### src/rtl/pst_pkg.sv
package pst_pkg;

    localparam int BYTE_W = 8;
    localparam int OFF_W  = 7;
    localparam int PAGE_W = 9;
    localparam int ADDR_W = PAGE_W + OFF_W;

    typedef enum logic {
        PG_FMT_WIDE   = 1'b0,
        PG_FMT_NARROW = 1'b1
    } page_fmt_e;

    typedef enum logic [1:0] {
        PH_CMD,
        PH_DATA,
        PH_HIGH,
        PH_SKIP
    } phase_e;

    function automatic logic [OFF_W-1:0] page_offset(page_fmt_e f);
        return (f == PG_FMT_WIDE) ? 7'h7C : 7'h7F;
    endfunction

    typedef struct packed {
        logic              sclk_prev;
        logic [2:0]        bit_cnt;
        logic [6:0]        sh_in;
        phase_e            phase;
        logic              is_read;
        logic [OFF_W-1:0]  offset;
        logic              lo_msb;
        logic [PAGE_W-1:0] page;
        logic [BYTE_W-1:0] tx_sh;
        logic              miso;
    } core_st_t;

endpackage

### src/rtl/pst_sync.sv
module pst_sync #(
    parameter int           W       = 3,
    parameter int           STAGES  = 2,
    parameter logic [W-1:0] RST_VAL = '0
) (
    input  logic         clk,
    input  logic         rst_n,
    input  logic [W-1:0] din,
    output logic [W-1:0] dout
);
    logic [W-1:0] stg_q [STAGES];

    for (genvar s = 0; s < STAGES; s++) begin : g_stage
        if (s == 0) begin : g_first
            always_ff @(posedge clk or negedge rst_n) begin
                if (!rst_n) stg_q[s] <= RST_VAL;
                else        stg_q[s] <= din;
            end
        end else begin : g_next
            always_ff @(posedge clk or negedge rst_n) begin
                if (!rst_n) stg_q[s] <= RST_VAL;
                else        stg_q[s] <= stg_q[s-1];
            end
        end
    end

    assign dout = stg_q[STAGES-1];
endmodule

### src/rtl/pst_regfile.sv
module pst_regfile #(
    parameter int DEPTH = 256,
    parameter int AW    = $clog2(DEPTH),
    parameter int FW    = 16
) (
    input  logic          clk,
    input  logic          spi_we,
    input  logic [FW-1:0] spi_waddr,
    input  logic [7:0]    spi_wdata,
    input  logic [FW-1:0] spi_raddr,
    output logic [7:0]    spi_rdata,
    input  logic [AW-1:0] host_addr,
    input  logic          host_we,
    input  logic [7:0]    host_wdata,
    output logic [7:0]    host_rdata
);
    localparam logic [FW-1:0] DEPTH_W = FW'(DEPTH);

    logic [7:0] mem_q [DEPTH];

    function automatic logic [AW-1:0] wrap(logic [FW-1:0] a);
        return AW'(a % DEPTH_W);
    endfunction

    // The serial side wins a same-cycle collision with the parallel port.
    always_ff @(posedge clk) begin
        if (spi_we)       mem_q[wrap(spi_waddr)] <= spi_wdata;
        else if (host_we) mem_q[host_addr]       <= host_wdata;
    end

    assign spi_rdata  = mem_q[wrap(spi_raddr)];
    assign host_rdata = mem_q[host_addr];
endmodule

### src/rtl/pst_core.sv
module pst_core
    import pst_pkg::*;
#(
    parameter page_fmt_e FMT = PG_FMT_WIDE
) (
    input  logic              clk,
    input  logic              rst_n,
    input  logic              sclk_s,
    input  logic              cs_n_s,
    input  logic              mosi_s,
    input  logic [7:0]        rd_data,
    output logic [ADDR_W-1:0] rd_addr,
    output logic              wr_en,
    output logic [ADDR_W-1:0] wr_addr,
    output logic [7:0]        wr_data,
    output logic              miso,
    output logic [PAGE_W-1:0] page_out,
    output logic              page_wr,
    output logic              byte_evt,
    output logic              fall_evt,
    output logic              cs_idle,
    output logic [2:0]        bit_pos
);
    localparam logic [OFF_W-1:0] PG_OFF = page_offset(FMT);

    core_st_t st_d, st_q;
    logic       rise, fall;
    logic [7:0] rx_byte;

    always_comb begin
        st_d     = st_q;
        wr_en    = 1'b0;
        wr_addr  = {st_q.page, st_q.offset};
        wr_data  = '0;
        page_wr  = 1'b0;
        byte_evt = 1'b0;
        rise     = sclk_s & ~st_q.sclk_prev;
        fall     = ~sclk_s & st_q.sclk_prev;
        rx_byte  = {st_q.sh_in, mosi_s};
        rd_addr  = {st_q.page, rx_byte[6:0]};

        st_d.sclk_prev = sclk_s;

        if (cs_n_s) begin
            st_d.bit_cnt = '0;
            st_d.phase   = PH_CMD;
            st_d.tx_sh   = '0;
            st_d.miso    = 1'b0;
        end else begin
            if (rise) begin
                st_d.sh_in   = {st_q.sh_in[5:0], mosi_s};
                st_d.bit_cnt = st_q.bit_cnt + 3'd1;
                if (st_q.bit_cnt == 3'd7) begin
                    byte_evt = 1'b1;
                    unique case (st_q.phase)
                        PH_CMD: begin
                            st_d.is_read = rx_byte[7];
                            st_d.offset  = rx_byte[6:0];
                            st_d.phase   = PH_DATA;
                            if (rx_byte[7]) st_d.tx_sh = rd_data;
                        end
                        PH_DATA: begin
                            st_d.phase = PH_SKIP;
                            if (!st_q.is_read) begin
                                if (st_q.offset == PG_OFF) begin
                                    if (FMT == PG_FMT_NARROW) begin
                                        st_d.page = {1'b0, rx_byte};
                                        page_wr   = 1'b1;
                                    end else begin
                                        st_d.lo_msb = rx_byte[7];
                                        st_d.phase  = PH_HIGH;
                                    end
                                end else begin
                                    wr_en   = 1'b1;
                                    wr_data = rx_byte;
                                end
                            end
                        end
                        PH_HIGH: begin
                            st_d.page  = {rx_byte, st_q.lo_msb};
                            page_wr    = 1'b1;
                            st_d.phase = PH_SKIP;
                        end
                        PH_SKIP: ;
                    endcase
                end
            end
            if (fall) begin
                st_d.miso  = st_q.tx_sh[7];
                st_d.tx_sh = {st_q.tx_sh[6:0], 1'b0};
            end
        end
    end

    always_ff @(posedge clk or negedge rst_n) begin
        if (!rst_n) begin
            st_q <= '{sclk_prev: 1'b0, bit_cnt: '0, sh_in: '0, phase: PH_CMD,
                      is_read: 1'b0, offset: '0, lo_msb: 1'b0, page: '0,
                      tx_sh: '0, miso: 1'b0};
        end else begin
            st_q <= st_d;
        end
    end

    assign miso     = st_q.miso;
    assign page_out = st_q.page;
    assign fall_evt = fall & ~cs_n_s;
    assign cs_idle  = cs_n_s;
    assign bit_pos  = st_q.bit_cnt;
endmodule

### src/rtl/paged_spi_target.sv
module paged_spi_target
    import pst_pkg::*;
#(
    parameter page_fmt_e FMT         = PG_FMT_WIDE,
    parameter int        RF_DEPTH    = 256,
    parameter int        RF_AW       = $clog2(RF_DEPTH),
    parameter int        SYNC_STAGES = 2
) (
    input  logic             clk,
    input  logic             rst_n,
    input  logic             spi_sclk,
    input  logic             spi_cs_n,
    input  logic             spi_mosi,
    output logic             spi_miso,
    input  logic [RF_AW-1:0] rf_addr,
    input  logic             rf_we,
    input  logic [7:0]       rf_wdata,
    output logic [7:0]       rf_rdata
);
    logic [2:0]        pins_s;
    logic [ADDR_W-1:0] rd_addr, wr_addr;
    logic [7:0]        rd_data, wr_data;
    logic              spi_wr, page_wr, byte_evt, fall_evt, cs_idle, miso_q;
    logic [PAGE_W-1:0] page_cur;
    logic [2:0]        bit_pos;

    pst_sync #(.W(3), .STAGES(SYNC_STAGES), .RST_VAL(3'b100)) u_sync (
        .clk(clk), .rst_n(rst_n),
        .din({spi_cs_n, spi_sclk, spi_mosi}),
        .dout(pins_s)
    );

    pst_core #(.FMT(FMT)) u_core (
        .clk(clk), .rst_n(rst_n),
        .sclk_s(pins_s[1]), .cs_n_s(pins_s[2]), .mosi_s(pins_s[0]),
        .rd_data(rd_data), .rd_addr(rd_addr),
        .wr_en(spi_wr), .wr_addr(wr_addr), .wr_data(wr_data),
        .miso(miso_q), .page_out(page_cur), .page_wr(page_wr),
        .byte_evt(byte_evt), .fall_evt(fall_evt), .cs_idle(cs_idle),
        .bit_pos(bit_pos)
    );

    pst_regfile #(.DEPTH(RF_DEPTH), .AW(RF_AW), .FW(ADDR_W)) u_rf (
        .clk(clk),
        .spi_we(spi_wr), .spi_waddr(wr_addr), .spi_wdata(wr_data),
        .spi_raddr(rd_addr), .spi_rdata(rd_data),
        .host_addr(rf_addr), .host_we(rf_we), .host_wdata(rf_wdata),
        .host_rdata(rf_rdata)
    );

    assign spi_miso = miso_q;
endmodule


### config.mk
export PLATFORM = sky130hd
export DESIGN_NAME = paged_spi_target
export DESIGN_NICKNAME = d
export VERILOG_FILES = /design/src/rtl/pst_pkg.sv /design/src/rtl/pst_sync.sv /design/src/rtl/pst_regfile.sv /design/src/rtl/pst_core.sv /design/src/rtl/paged_spi_target.sv
export SDC_FILE = /design/constraint.sdc
export NUM_CORES = 2
export LEC_CHECK = 0
export CAP_MARGIN = 30
export CORE_MARGIN = 10
export CORE_UTILIZATION = 25
export DETAILED_ROUTE_END_ITERATION = 10
export GPL_TIMING_DRIVEN = 1
export PLACE_DENSITY_LB_ADDON = 0.25
export REMOVE_ABC_BUFFERS = 1
export SKIP_LAST_GASP = 1
export SLEW_MARGIN = 20
export SYNTH_ARGS = -nofsm -noshare
export SYNTH_HDL_FRONTEND = slang
export SYNTH_SLANG_ARGS = --single-unit
### constraint.sdc
create_clock -name clk -period 14.9 [get_ports clk]
set_clock_uncertainty 0.05 [all_clocks]
set_input_delay 2.98 -clock clk [delete_from_list [all_inputs] [get_ports clk]]
set_output_delay 2.98 -clock clk [all_outputs]
set_load 0.03 [all_outputs]
==> qor.csv <==
metric;value;unit
cap_viol_max_count;0;
clk_path_buf_depth;4;
post-route-util;29.2;%
placed_area;105000;um2
p_int;10.3;mW
synth_top_cell_area_share;63.4;%
die-area;413000;um2
layout.cells.most_common_list;edfxtp_1, mux4_2, buf_4;
core;386000;um2
sequentialPowerShare;46.2;%
cp.required;11.87;ns
layout_commonest_cell;edfxtp_1;
p_clk_share;40.7;%
holdBufCountCts;0;
path_cells;buf_8 -> buf_12 -> buf_4 -> mux4_2 -> mux4_2 -> a22oi_1 -> a21oi_1 -> or4_1 -> clkdlybuf4s50_1;
synth_compound_area_share;3.51;%
h-tree-depth;4;
place_hpwl;224000;um
clock-sinks;2086;
layout-drive-gt1-share;35.2;%
tightest_slew;1.27;ns
ys_async_sr_fraction;1.82;%
worstSetupPathType;input pin to output pin;
drv_slew;0;
hp-class;flip-flop to flip-flop;
p_per_area;125;nW/um2
cp_slowest_cell;or4_1;
cp_max_fo;66;
die_h;643;um
max_stage_delay;0.80;ns
setup_viol;0;
ys_warn_count;0;
io_pins;31;
cts_buffers;239;
end_kind;output pin;
period_share;74.6;%
cp_common_cell;mux4_2;
synthSimpleGateAreaFrac;2.66;%
routed_wl;348000;um
wl_per_cell;33.3;um
synth_edf_count;2048;
ys_seq_area_share;64.4;%
first_pass_iters;5;
synth_area;97000;um2
critical_path_buf_inv_count;4;
via_per_inst;5.28;
cp.arrival;8.09;ns
synthAdderAreaFrac;0.0645;%
crit_path_start_kind;input pin;
synth-xor-area-share;0.00903;%
cts.repair.resized;0;
grt_max_degree;185;
leakage;31.4;nW
synthMuxAreaShare;27.5;%
synth.distinct_cells;54;
clkTransAtPathRegs;0.05;ns
grt_usage;16.2;%
grt_pass1_wl;475000;um
rows;228;
clock.fmax;0.0899;GHz
status;completed;
netlist_top_cells_area;edfxtp_1, mux4_2, mux2i_1;
vias;55125;
drt_iter0_drc;7132;
swShare;26.5;%
grt_pass1_vias;55797;
drc;0;
peakVddDrop;103;uV
clock-root-buffer;clkbuf_16;
start_util;25.1;%
overflow;0;
die_w;643;um
cts_tree;done;
ys_ff_latch;2086;
rsz0062_at_grt;no;
hold_violations;0;
netlist_instances;4879;
max_slew_margin;15.5;%
area_growth;16.1;%
post_cts_buffers;0;
place_congestion;0.830;
fin_area;113000;um2
clk_latency;0.91;ns
synth_top_family_by_area;multiplexers;
combPwrFrac;13.0;%
synth_area_leader_cell;edfxtp_1;
antenna_found_initial;20;
p_switching;3.73;mW
drtAntennaViolNets;0;
crit_family;buffers and inverters;
synthFlopType;edfxtp_1;
fin_crit;11.12;ns
nets;5095;
io_buffers;30;
avgSynthCellArea;19.9;um2
## cell type report
cell class	instances	area, um2
Antenna cell	9	22.5
Clock buffer	280	6170
Clock inverter	148	1270
Fill cell	37750	274000
Inverter	6	25.0
Multi-Input combinational cell	2390	33000
Sequential cell	2086	62500
Tap cell	5175	6470
Timing Repair Buffer	345	3190
## registers in the layout (all words and copies together) (netlist names)
| name | count |
|---|---|
| u_core.rd_addr | 6 |
| u_sync.dout | 3 |
| u_sync.stg_q | 3 |
| u_core.page_out | 1 |
| u_core.bit_pos | 3 |
| u_core.st_q | 13 |
| u_core.wr_addr | 7 |
| u_core.rx_byte | 1 |
| u_rf.mem_q | 2048 |
| u_core.miso | 1 |
## final timing paths
| check | startpoint | endpoint | slack [ns] | depth (start not counted) |
|---|---|---|---|---|
| setup / recovery | rf_addr[0] | rf_rdata[0] | 3.78 | 9 |
| hold / removal | u_sync.stg_q[3] | u_sync.dout[0] | 0.30 | 0 |
| setup reg to reg | u_sync.dout[0] | u_core.st_q[4] | 8.98 | 9 |
| hold reg to reg | u_sync.stg_q[3] | u_sync.dout[0] | 0.30 | 0 |
| max in group asynchronous | rst_n | u_sync.dout[0] | 12.04 | 2 |
| min in group asynchronous | rst_n | u_core.wr_addr[2] | 2.21 | 2 |
## routing by layer
layer | part of all wire, % | wire length (um) | GRT usage [%] | up-vias
met3 | 8.0 | 27900 | 3.32 | 484
li1 | - | - | - | 21572
met4 | 3.7 | 12700 | 5.32 | 8
met2 | 47 | 162000 | 25.7 | 2600
met5 | 0.015 | 53 | 0 | -
met1 | 42 | 145000 | 22.2 | 30461
## Yosys cell counts, types with 19 or more instances
| cell type | instances |
|---|---|
| dfrtp_1 | 36 |
| nand3_1 | 24 |
| or2_2 | 20 |
| a221oi_1 | 28 |
| edfxtp_1 | 2048 |
| o221ai_1 | 40 |
| o22ai_1 | 57 |
| nor2b_1 | 19 |
| clkbuf_1 | 223 |
| a22o_1 | 28 |
| a22oi_1 | 145 |
| nor3_1 | 27 |
| nor2_1 | 298 |
| mux4_2 | 1080 |
| buf_4 | 50 |
| a21oi_1 | 88 |
| mux2_2 | 19 |
| buf_2 | 85 |
| nand2_1 | 110 |
| mux2i_1 | 212 |
| buf_1 | 32 |
| o21ai_0 | 50 |
| nand2b_1 | 29 |
## through the flow
stage | power (mW) | worst slack (ns) | TNS [ns] | instances | hold WS, ns
after global routing | 14.4 | 3.59 | 0 | 10433 | 0.311
after detailed placement | 8.44 | 3.64 | 0 | 9977 | 0.288
final | 14.1 | 3.78 | 0 | 10439 | 0.298
after floorplan | 7.82 | -15.23 | -4471.84 | 4482 | 0.281
after global placement | 8.43 | 3.62 | 0 | 9893 | 0.291
after CTS | 14.1 | 3.65 | 0 | 10405 | 0.300
## power by group through the flow
stage                     logic (mW)  registers (mW)  clock network, mW
after floorplan                 1.07            6.76                  0
after global placement          1.81            6.62                  0
after detailed placement        1.82            6.62                  0
after CTS                       1.82            6.50               5.82
after global routing            1.88            6.50               6.06
final                           1.83            6.50               5.73
## cells by family (layout without fill, tap and decap cells)
family                     Yosys count  count (layout)
other                                0               9
adders and majority gates            5               5
DFF                               2086            2086
AOI/OAI and AO/OA                  492             492
and+or+nand+nor                    581             581
xor gates and xnor gates             1               1
buffers and inverters              403             779
muxes                             1311            1311
No activity file was read; power rests on OpenSTA's default activity.
